===== src/rtl/fpscan_pkg.sv =====
package fpscan_pkg;

   typedef enum logic [2:0] {
      PH_TWR  = 3'd0,
      PH_TRD  = 3'd1,
      PH_DIAG = 3'd2,
      PH_SCAN = 3'd3,
      PH_IDX  = 3'd4,
      PH_VAL  = 3'd5
   } phase_e;

   localparam logic [1:0] LAST_PASS = 2'd2;
   localparam logic [7:0] DIAG_OK   = 8'h00;

   // Test word for a given pass and table address.
   function automatic logic [7:0] tst_word(input logic [1:0] pass, input logic [7:0] addr);
      case (pass)
         2'd0:    tst_word = 8'h55 ^ addr;
         2'd1:    tst_word = 8'hAA ^ addr;
         default: tst_word = 8'h00;
      endcase
   endfunction

endpackage


===== src/rtl/fpscan_sync.sv =====
module fpscan_sync #(
   parameter int unsigned W      = 8,
   parameter int unsigned STAGES = 2
) (
   input  logic         clk,
   input  logic         rst_n,
   input  logic [W-1:0] d,
   output logic [W-1:0] q
);

   if (STAGES == 0) begin : g_bypass
      assign q = d;
   end else begin : g_chain
      logic [W-1:0] sr [STAGES];
      always_ff @(posedge clk or negedge rst_n) begin
         if (!rst_n) begin
            for (int i = 0; i < int'(STAGES); i++) sr[i] <= '0;
         end else begin
            sr[0] <= d;
            for (int i = 1; i < int'(STAGES); i++) sr[i] <= sr[i-1];
         end
      end
      assign q = sr[STAGES-1];
   end

endmodule


===== src/rtl/fpscan_sel.sv =====
module fpscan_sel #(
   parameter int unsigned N_KNOB = 4,
   parameter int unsigned KNOB_W = 8,
   parameter int unsigned N_SW   = 8,
   parameter int unsigned AW     = 4
) (
   input  logic [N_KNOB*KNOB_W-1:0] knob,
   input  logic [N_SW-1:0]          sw,
   input  logic [AW-1:0]            idx,
   output logic [7:0]               val
);

   localparam int unsigned N_CTRL = N_KNOB + N_SW;

   logic [7:0] vals [N_CTRL];

   for (genvar k = 0; k < int'(N_KNOB); k++) begin : g_knob
      if (KNOB_W == 8) begin : g_full
         assign vals[k] = knob[k*KNOB_W +: KNOB_W];
      end else begin : g_ext
         assign vals[k] = {{(8-KNOB_W){1'b0}}, knob[k*KNOB_W +: KNOB_W]};
      end
   end

   for (genvar j = 0; j < int'(N_SW); j++) begin : g_sw
      assign vals[N_KNOB+j] = {7'd0, sw[j]};
   end

   always_comb begin
      val = 8'h00;
      for (int i = 0; i < int'(N_CTRL); i++) begin
         if (idx == AW'(i)) val = vals[i];
      end
   end

endmodule


===== src/rtl/fpscan_table.sv =====
module fpscan_table #(
   parameter int unsigned DEPTH = 12,
   parameter int unsigned AW    = 4
) (
   input  logic          clk,
   input  logic          rst_n,
   input  logic          we,
   input  logic [AW-1:0] wa,
   input  logic [7:0]    wd,
   input  logic [AW-1:0] ra,
   output logic [7:0]    rd
);

   logic [7:0] mem [DEPTH];

   always_ff @(posedge clk or negedge rst_n) begin
      if (!rst_n) begin
         for (int i = 0; i < int'(DEPTH); i++) mem[i] <= 8'h00;
      end else if (we) begin
         for (int i = 0; i < int'(DEPTH); i++) begin
            if (wa == AW'(i)) mem[i] <= wd;
         end
      end
   end

   always_comb begin
      rd = 8'h00;
      for (int i = 0; i < int'(DEPTH); i++) begin
         if (ra == AW'(i)) rd = mem[i];
      end
   end

endmodule


===== src/rtl/fpscan_ctrl.sv =====
module fpscan_ctrl
   import fpscan_pkg::*;
#(
   parameter int unsigned N_CTRL = 12,
   parameter int unsigned AW     = 4
) (
   input  logic          clk,
   input  logic          rst_n,
   input  logic          host_rd,
   input  logic [7:0]    cur_val,
   input  logic [7:0]    tbl_rd,
   output logic [AW-1:0] tbl_ra,
   output logic          tbl_we,
   output logic [AW-1:0] tbl_wa,
   output logic [7:0]    tbl_wd,
   output logic [AW-1:0] sel_idx,
   output phase_e        phase,
   output logic [AW-1:0] rep_idx,
   output logic [7:0]    rep_val,
   output logic [7:0]    diag
);

   localparam logic [AW-1:0] LAST = AW'(N_CTRL - 1);

   phase_e        ph_q;
   logic [AW-1:0] addr_q;
   logic [1:0]    pass_q;
   logic [AW-1:0] ptr_q;
   logic [AW-1:0] idx_q;
   logic [7:0]    val_q;
   logic [7:0]    diag_q;
   logic [7:0]    addr8;
   logic [7:0]    expect_w;

   function automatic logic [AW-1:0] step(input logic [AW-1:0] p);
      step = (p == LAST) ? '0 : p + 1'b1;
   endfunction

   always_comb begin
      addr8    = 8'h00;
      addr8[AW-1:0] = addr_q;
      expect_w = tst_word(pass_q, addr8);
   end

   assign tbl_ra  = (ph_q == PH_TRD) ? addr_q : ptr_q;
   assign sel_idx = ptr_q;
   assign tbl_we  = (ph_q == PH_TWR) || (ph_q == PH_VAL && host_rd);
   assign tbl_wa  = (ph_q == PH_TWR) ? addr_q : idx_q;
   assign tbl_wd  = (ph_q == PH_TWR) ? expect_w : val_q;

   assign phase   = ph_q;
   assign rep_idx = idx_q;
   assign rep_val = val_q;
   assign diag    = diag_q;

   always_ff @(posedge clk or negedge rst_n) begin
      if (!rst_n) begin
         ph_q   <= PH_TWR;
         addr_q <= '0;
         pass_q <= 2'd0;
         ptr_q  <= '0;
         idx_q  <= '0;
         val_q  <= 8'h00;
         diag_q <= DIAG_OK;
      end else begin
         case (ph_q)
            PH_TWR: begin
               if (addr_q == LAST) begin
                  addr_q <= '0;
                  ph_q   <= PH_TRD;
               end else begin
                  addr_q <= addr_q + 1'b1;
               end
            end
            PH_TRD: begin
               if (tbl_rd != expect_w) begin
                  diag_q <= {6'd0, pass_q} + 8'd1;
                  ph_q   <= PH_DIAG;
               end else if (addr_q == LAST) begin
                  addr_q <= '0;
                  if (pass_q == LAST_PASS) begin
                     ph_q <= PH_DIAG;
                  end else begin
                     pass_q <= pass_q + 2'd1;
                     ph_q   <= PH_TWR;
                  end
               end else begin
                  addr_q <= addr_q + 1'b1;
               end
            end
            PH_DIAG: begin
               if (host_rd) ph_q <= PH_SCAN;
            end
            PH_SCAN: begin
               if (cur_val != tbl_rd) begin
                  idx_q <= ptr_q;
                  val_q <= cur_val;
                  ph_q  <= PH_IDX;
               end else begin
                  ptr_q <= step(ptr_q);
               end
            end
            PH_IDX: begin
               if (host_rd) ph_q <= PH_VAL;
            end
            PH_VAL: begin
               if (host_rd) begin
                  ptr_q <= step(idx_q);
                  ph_q  <= PH_SCAN;
               end
            end
            default: ph_q <= PH_TWR;
         endcase
      end
   end

endmodule


===== src/rtl/fpscan_top.sv =====
module fpscan_top
   import fpscan_pkg::*;
#(
   parameter int unsigned N_KNOB      = 4,
   parameter int unsigned KNOB_W      = 8,
   parameter int unsigned N_SW        = 8,
   parameter int unsigned SYNC_STAGES = 2
) (
   input  logic                     clk,
   input  logic                     rst_n,
   input  logic [N_KNOB*KNOB_W-1:0] knob_in,
   input  logic [N_SW-1:0]          sw_in,
   input  logic                     host_rd,
   output logic [7:0]               host_rdata,
   output logic                     host_irq
);

   localparam int unsigned N_CTRL = N_KNOB + N_SW;
   localparam int unsigned AW     = (N_CTRL > 1) ? $clog2(N_CTRL) : 1;
   localparam int unsigned IN_W   = N_KNOB*KNOB_W + N_SW;

   initial begin : prm_chk
      assert (N_KNOB >= 1 && N_SW >= 1) else $fatal(1, "need at least one knob and one switch");
      assert (KNOB_W >= 1 && KNOB_W <= 8) else $fatal(1, "knob width must be 1..8");
      assert (N_CTRL <= 256) else $fatal(1, "index must fit in one byte");
   end

   logic [IN_W-1:0]          in_s;
   logic [N_KNOB*KNOB_W-1:0] knob_s;
   logic [N_SW-1:0]          sw_s;
   logic [AW-1:0]            sel_idx;
   logic [7:0]               cur_val;
   logic [AW-1:0]            tbl_ra;
   logic [AW-1:0]            tbl_wa;
   logic                     tbl_we;
   logic [7:0]               tbl_wd;
   logic [7:0]               tbl_rd;
   phase_e                   phase;
   logic [AW-1:0]            rep_idx;
   logic [7:0]               rep_val;
   logic [7:0]               diag;
   logic [7:0]               idx8;

   fpscan_sync #(.W(IN_W), .STAGES(SYNC_STAGES)) u_sync (
      .clk(clk), .rst_n(rst_n), .d({sw_in, knob_in}), .q(in_s)
   );

   assign knob_s = in_s[N_KNOB*KNOB_W-1:0];
   assign sw_s   = in_s[IN_W-1 -: N_SW];

   fpscan_sel #(.N_KNOB(N_KNOB), .KNOB_W(KNOB_W), .N_SW(N_SW), .AW(AW)) u_sel (
      .knob(knob_s), .sw(sw_s), .idx(sel_idx), .val(cur_val)
   );

   fpscan_table #(.DEPTH(N_CTRL), .AW(AW)) u_tbl (
      .clk(clk), .rst_n(rst_n), .we(tbl_we), .wa(tbl_wa), .wd(tbl_wd),
      .ra(tbl_ra), .rd(tbl_rd)
   );

   fpscan_ctrl #(.N_CTRL(N_CTRL), .AW(AW)) u_ctrl (
      .clk(clk), .rst_n(rst_n), .host_rd(host_rd), .cur_val(cur_val),
      .tbl_rd(tbl_rd), .tbl_ra(tbl_ra), .tbl_we(tbl_we), .tbl_wa(tbl_wa),
      .tbl_wd(tbl_wd), .sel_idx(sel_idx), .phase(phase), .rep_idx(rep_idx),
      .rep_val(rep_val), .diag(diag)
   );

   always_comb begin
      idx8 = 8'h00;
      idx8[AW-1:0] = rep_idx;
   end

   always_comb begin
      case (phase)
         PH_DIAG: host_rdata = diag;
         PH_IDX:  host_rdata = idx8;
         PH_VAL:  host_rdata = rep_val;
         default: host_rdata = 8'h00;
      endcase
   end

   assign host_irq = (phase == PH_DIAG) || (phase == PH_IDX) || (phase == PH_VAL);

endmodule


===== config.mk =====
export PLATFORM = sky130hd
export DESIGN_NAME = fpscan_top
export DESIGN_NICKNAME = d
export VERILOG_FILES = /design/src/rtl/fpscan_pkg.sv /design/src/rtl/fpscan_sync.sv /design/src/rtl/fpscan_sel.sv /design/src/rtl/fpscan_table.sv /design/src/rtl/fpscan_ctrl.sv /design/src/rtl/fpscan_top.sv
export SDC_FILE = /design/constraint.sdc
export NUM_CORES = 1
export LEC_CHECK = 0
export CAP_MARGIN = 10
export CORE_MARGIN = 2
export CORE_UTILIZATION = 31
export CTS_BUF_LIST = sky130_fd_sc_hd__clkbuf_16
export CTS_CLUSTER_DIAMETER = 60
export DETAILED_ROUTE_END_ITERATION = 12
export DONT_BUFFER_PORTS = 1
export PLACE_DENSITY = 0.55
export SETUP_SLACK_MARGIN = 0.02
export SYNTH_ARGS = -nofsm -noshare
export SYNTH_HDL_FRONTEND = slang
export SYNTH_HIERARCHICAL = 1
export SYNTH_SLANG_ARGS = --single-unit

===== constraint.sdc =====
create_clock -name clk -period 5.92 [get_ports clk]
set_clock_uncertainty 0.1 [all_clocks]
set_input_delay 1.184 -clock clk [delete_from_list [all_inputs] [get_ports clk]]
set_output_delay 1.184 -clock clk [all_outputs]
set_load 0.005 [all_outputs]

==> results list <==
- The flow ran to the end, and the final reports show no timing, DRC or antenna violations.
* Vias in the first global route: 5412
* Register-to-register path setup slack: 0.83 ns
- Reg2reg end: u_ctrl/pass_q[1]$_DFFE_PN0P_
- Clk slew on worst S/H paths: approximately 0.060 ns
* Startpoint Class: flip-flop
- Effective utilization at floorplan: 31.6%
- TritonCTS built the clock tree.
* Fin. max-slew vios: 0
- Iteration count of the initial detailed-routing pass: 4
- The floorplan has 63 rows.
* Count of pins on the block boundary: 52
- Remaining DRCs: 0
- For this run, the number of Yosys warnings is 6.
- Filler instances: a little under 3k
* Post-DP HPWL: ~13 mm
- The routed design could run at a clock period as short as 5.09 ns.
* Tightest Hold Check Type: flip-flop to flip-flop
* Hold endpoint: u_sync/q[25]$_DFF_PN0_
* Die area: 31700 µm²
- Buffers inserted to repair hold after CTS numbered 0.
- Initial DRC Count: 282
- In this run the power spent charging and discharging nets is 2170 µW.
- Post-CTS timing repair inserted 0 buffers for setup.
- The floorplan step set the die width to 178 µm.
- Excluding fillers, the count of instances in the completed layout stands at 1069.
- The clock reaches the later pin of the worst-skew pair after 0.50 ns.
- Sequential cells were found to cover 54.3% of the synthesized design area.
- In this run the worst path has a maximum fanout of 28.
- P&R area growth vs syn: 7.43%
- Final setup TNS: 0 ns
- Hold path cells: 0
- After clock tree synthesis, the repair step resized 0 gates.
* Drt total wl: 19.1 mm
- Worst R2R Path Depth: 12
- Routability congestion estimate: 0.814
* Areal power density over the cells: 576 nW/µm²
- The first global-routing pass estimated 30.8 mm of wire.
- Area of the mapped netlist: 9400 µm²
- Number of levels the H-tree was split into: 1
- Post-synth EDFFs: 0
- Setup violators final: 0
- The tree is rooted in a sky130_fd_sc_hd__clkbuf_16.
- Among all flip-flop cells after synthesis, the most frequent one is sky130_fd_sc_hd__dfrtp_1.
- Int Power: between 3000 and 4000 µW
* Proportion of register bits with asynchronous set or reset after synthesis: 100%
- Port-buffer cells: 0
* Crit Reg-Reg Startpoint: u_ctrl/phase[0]$_DFFE_PN0P_
* Global-route usage over all layers: 12.4%
- In this run, placement finished with an instance count of 1031.
- Hold Startpoint: u_sync/g_chain.sr[65]$_DFF_PN0_
- Syn Inst Count: 712
- IR analysis of the VDD net gives a maximum drop of around 0.27 mV.
* Die Height: 178 µm
- Capturing element type of the critical path: flip-flop
* Number of register bits inferred by synthesis: 204
- At the pin with the least slew margin, the transition time is approximately 1.1 ns.
- No sink is reached through more buffers than the 3 on the longest clock path.
- Final hold violation count: 0
- After floorplanning, the core was sized to cover slightly below 30000 µm².
* Synth cell types: 65
- Entering global routing, the biggest net connects 205 pins.
* Post-route clock period utilization: about 86%
- The routed layout has 5188 vias.
* Unrepaired setup endpoints after global routing: no
- For the worst setup path, the data arrival time is approximately 5.4 ns.
- Across the run, the number of max-cap violations was 0.
- In this run the remaining antenna-violating nets after routing total 0.
* Syn avg cell area: 13.2 µm²
- In this run the tightest slew margin relative to its limit is 23.4%.
- Dividing the detail-routed wire length by the instance count gives 17.9 µm.
- At the worst endpoint, the required time is 6.20 ns.
* Part of the power in the clock network: a little over a fifth
- Derived from the worst setup path, the maximum achievable clock frequency is 196 MHz.
- Leakage power total: 0.00442 µW
- The repair_antennas step left the layout with diodes totalling 0.
- For this run the aggregate overflow at the end of global routing stands at 0.
- Vias per cell: 4.85
- The initial antenna violation count was 0.
* Portion of total power attributed to sequential cells: 35.6%
- CP Class: flip-flop to flip-flop
* Worst Hold Slack: 0.243 ns
* Logic gate share of total power: 42.5%
- Clk sink count: 204
* NumNets Final: 715
- In the final layout, the share of cells above drive strength 1 is 24.2%.
* Switching portion of total power: 37.4%
- Buffers inserted during clock tree synthesis total 22.
[worst max-delay path by stage]
stage                                      from                             to  slack [ns]  depth (start not counted)
floorplan           u_ctrl/phase[0]$_DFFE_PN0P_   u_ctrl/addr_q[0]$_DFFE_PN0P_        1.66                         16
CTS                 u_ctrl/phase[0]$_DFFE_PN0P_  u_ctrl/rep_val[6]$_DFFE_PN0P_        0.84                         11
global route        u_ctrl/phase[0]$_DFFE_PN0P_   u_ctrl/pass_q[1]$_DFFE_PN0P_        0.39                         12
global placement    u_ctrl/phase[0]$_DFFE_PN0P_  u_ctrl/rep_val[5]$_DFFE_PN0P_        0.93                         11
finish              u_ctrl/phase[0]$_DFFE_PN0P_   u_ctrl/pass_q[1]$_DFFE_PN0P_        0.83                         12
detailed placement  u_ctrl/phase[0]$_DFFE_PN0P_  u_ctrl/rep_val[6]$_DFFE_PN0P_        0.84                         11
[power by group through the flow]
stage	registers [µW]	clock network [µW]	logic (µW)
floorplan	1960	0	2020
global placement	2090	0	2470
detailed placement	2100	0	2490
CTS	2070	1320	2490
global route	2120	1380	2710
finish	2070	1280	2470
[cells in the mapped netlist (8+ instances only)]
cell type                    n  area share, %
sky130_fd_sc_hd__buf_4      47            3.8
sky130_fd_sc_hd__mux2i_1    15            1.6
sky130_fd_sc_hd__nor2_1     18           0.72
sky130_fd_sc_hd__dfrtp_1   204             54
sky130_fd_sc_hd__inv_1      11           0.44
sky130_fd_sc_hd__mux2_1     19            2.3
sky130_fd_sc_hd__nor2b_1    17            1.1
sky130_fd_sc_hd__a21oi_1    11           0.59
sky130_fd_sc_hd__clkbuf_1   20           0.80
sky130_fd_sc_hd__nand2_1    56            2.2
sky130_fd_sc_hd__o21ai_0    22            1.2
sky130_fd_sc_hd__nand2b_1   13           0.87
sky130_fd_sc_hd__mux2_2     97             12
sky130_fd_sc_hd__mux4_1     18            5.0
sky130_fd_sc_hd__buf_2      10           0.53
sky130_fd_sc_hd__xor2_1      8           0.75
[cell usage in the layout, fill, tap and decap left out, drive strengths merged, types with 8 or more instances in the layout]
master  instances
buf             9
nand2          56
xor2            8
nand2b         13
nor2           25
a21oi          11
o21ai          22
mux2i          16
dfrtp         204
mux2          116
mux4           25
inv            15
clkinv         11
nor2b          18
clkbuf         23
[area by class of cell]
type / instances / area [µm²] / area share (%)
Clock buffer: 23 / 576 / 5.70
Timing Repair Buffer: 9 / 67.6 / 0.669
Clock inverter: 15 / 98.8 / 0.979
Sequential cell: 204 / 5100 / 50.6
Tap cell: 390 / 488 / 4.83
Inverter: 12 / 45.0 / 0.446
Multi-Input combinational cell: 416 / 3720 / 36.8
[worst max-delay path, stage by stage, from the launching register on]
cell and delay (ns):
sky130_fd_sc_hd__dfrtp_1 0.67, sky130_fd_sc_hd__nor2b_1 0.29, sky130_fd_sc_hd__and2_1 0.34, sky130_fd_sc_hd__mux2_2 0.77
sky130_fd_sc_hd__mux4_1 0.64, sky130_fd_sc_hd__mux2i_1 0.22, sky130_fd_sc_hd__o21ai_0 0.22, sky130_fd_sc_hd__nor3_1 0.28
sky130_fd_sc_hd__a22oi_1 0.11, sky130_fd_sc_hd__or4_4 0.56, sky130_fd_sc_hd__nor3_2 0.25, sky130_fd_sc_hd__nand3_1 0.18
sky130_fd_sc_hd__mux2_1 0.34
[cells by family (layout without fill, tap and decap cells)]
family / after synthesis / after routing / synth area share, %
DFF: 204 / 204 / 54.3
muxes: 157 / 157 / 22.4
and+or+nand+nor: 152 / 152 / 8.84
buffers and inverters: 96 / 59 / 6.34
AOI/OAI and AO/OA: 82 / 82 / 5.96
xor gates and xnor gates: 13 / 13 / 1.21
adders and majority gates: 7 / 7 / 0.932
other: 1 / 5 / 0.0399
[sequential cells by signal (all words and copies together) (netlist names)]
name / cells
u_sync/q: 40
u_ctrl/addr_q: 4
u_ctrl/rep_idx: 4
u_ctrl/sel_idx: 4
u_ctrl/diag: 3
u_ctrl/rep_val: 8
u_tbl/mem: 96
u_ctrl/phase: 3
u_ctrl/pass_q: 2
u_sync/g_chain.sr: 40
[metal layers]
metal	GRT usage (%)	part of all wire (%)	up-vias
li1	-	-	2394
met1	17.3	47	2674
met2	20.6	48	89
met3	1.47	3.2	31
met4	3.21	1.8	0
met5	0	0	-
[stage by stage]
stage                     instance area, µm²  util (%)  setup slack (ns)  power (µW)
after floorplan                         9410         -              1.66        3980
after global placement                  9420      31.7             0.932        4550
after detailed placement                9420      31.7             0.837        4580
after CTS                              10100      34.0             0.840        5880
after global routing                   10100      34.0             0.390        6210
final                                  10100      34.0             0.827        5810
(Power assumes the default switching activity.)
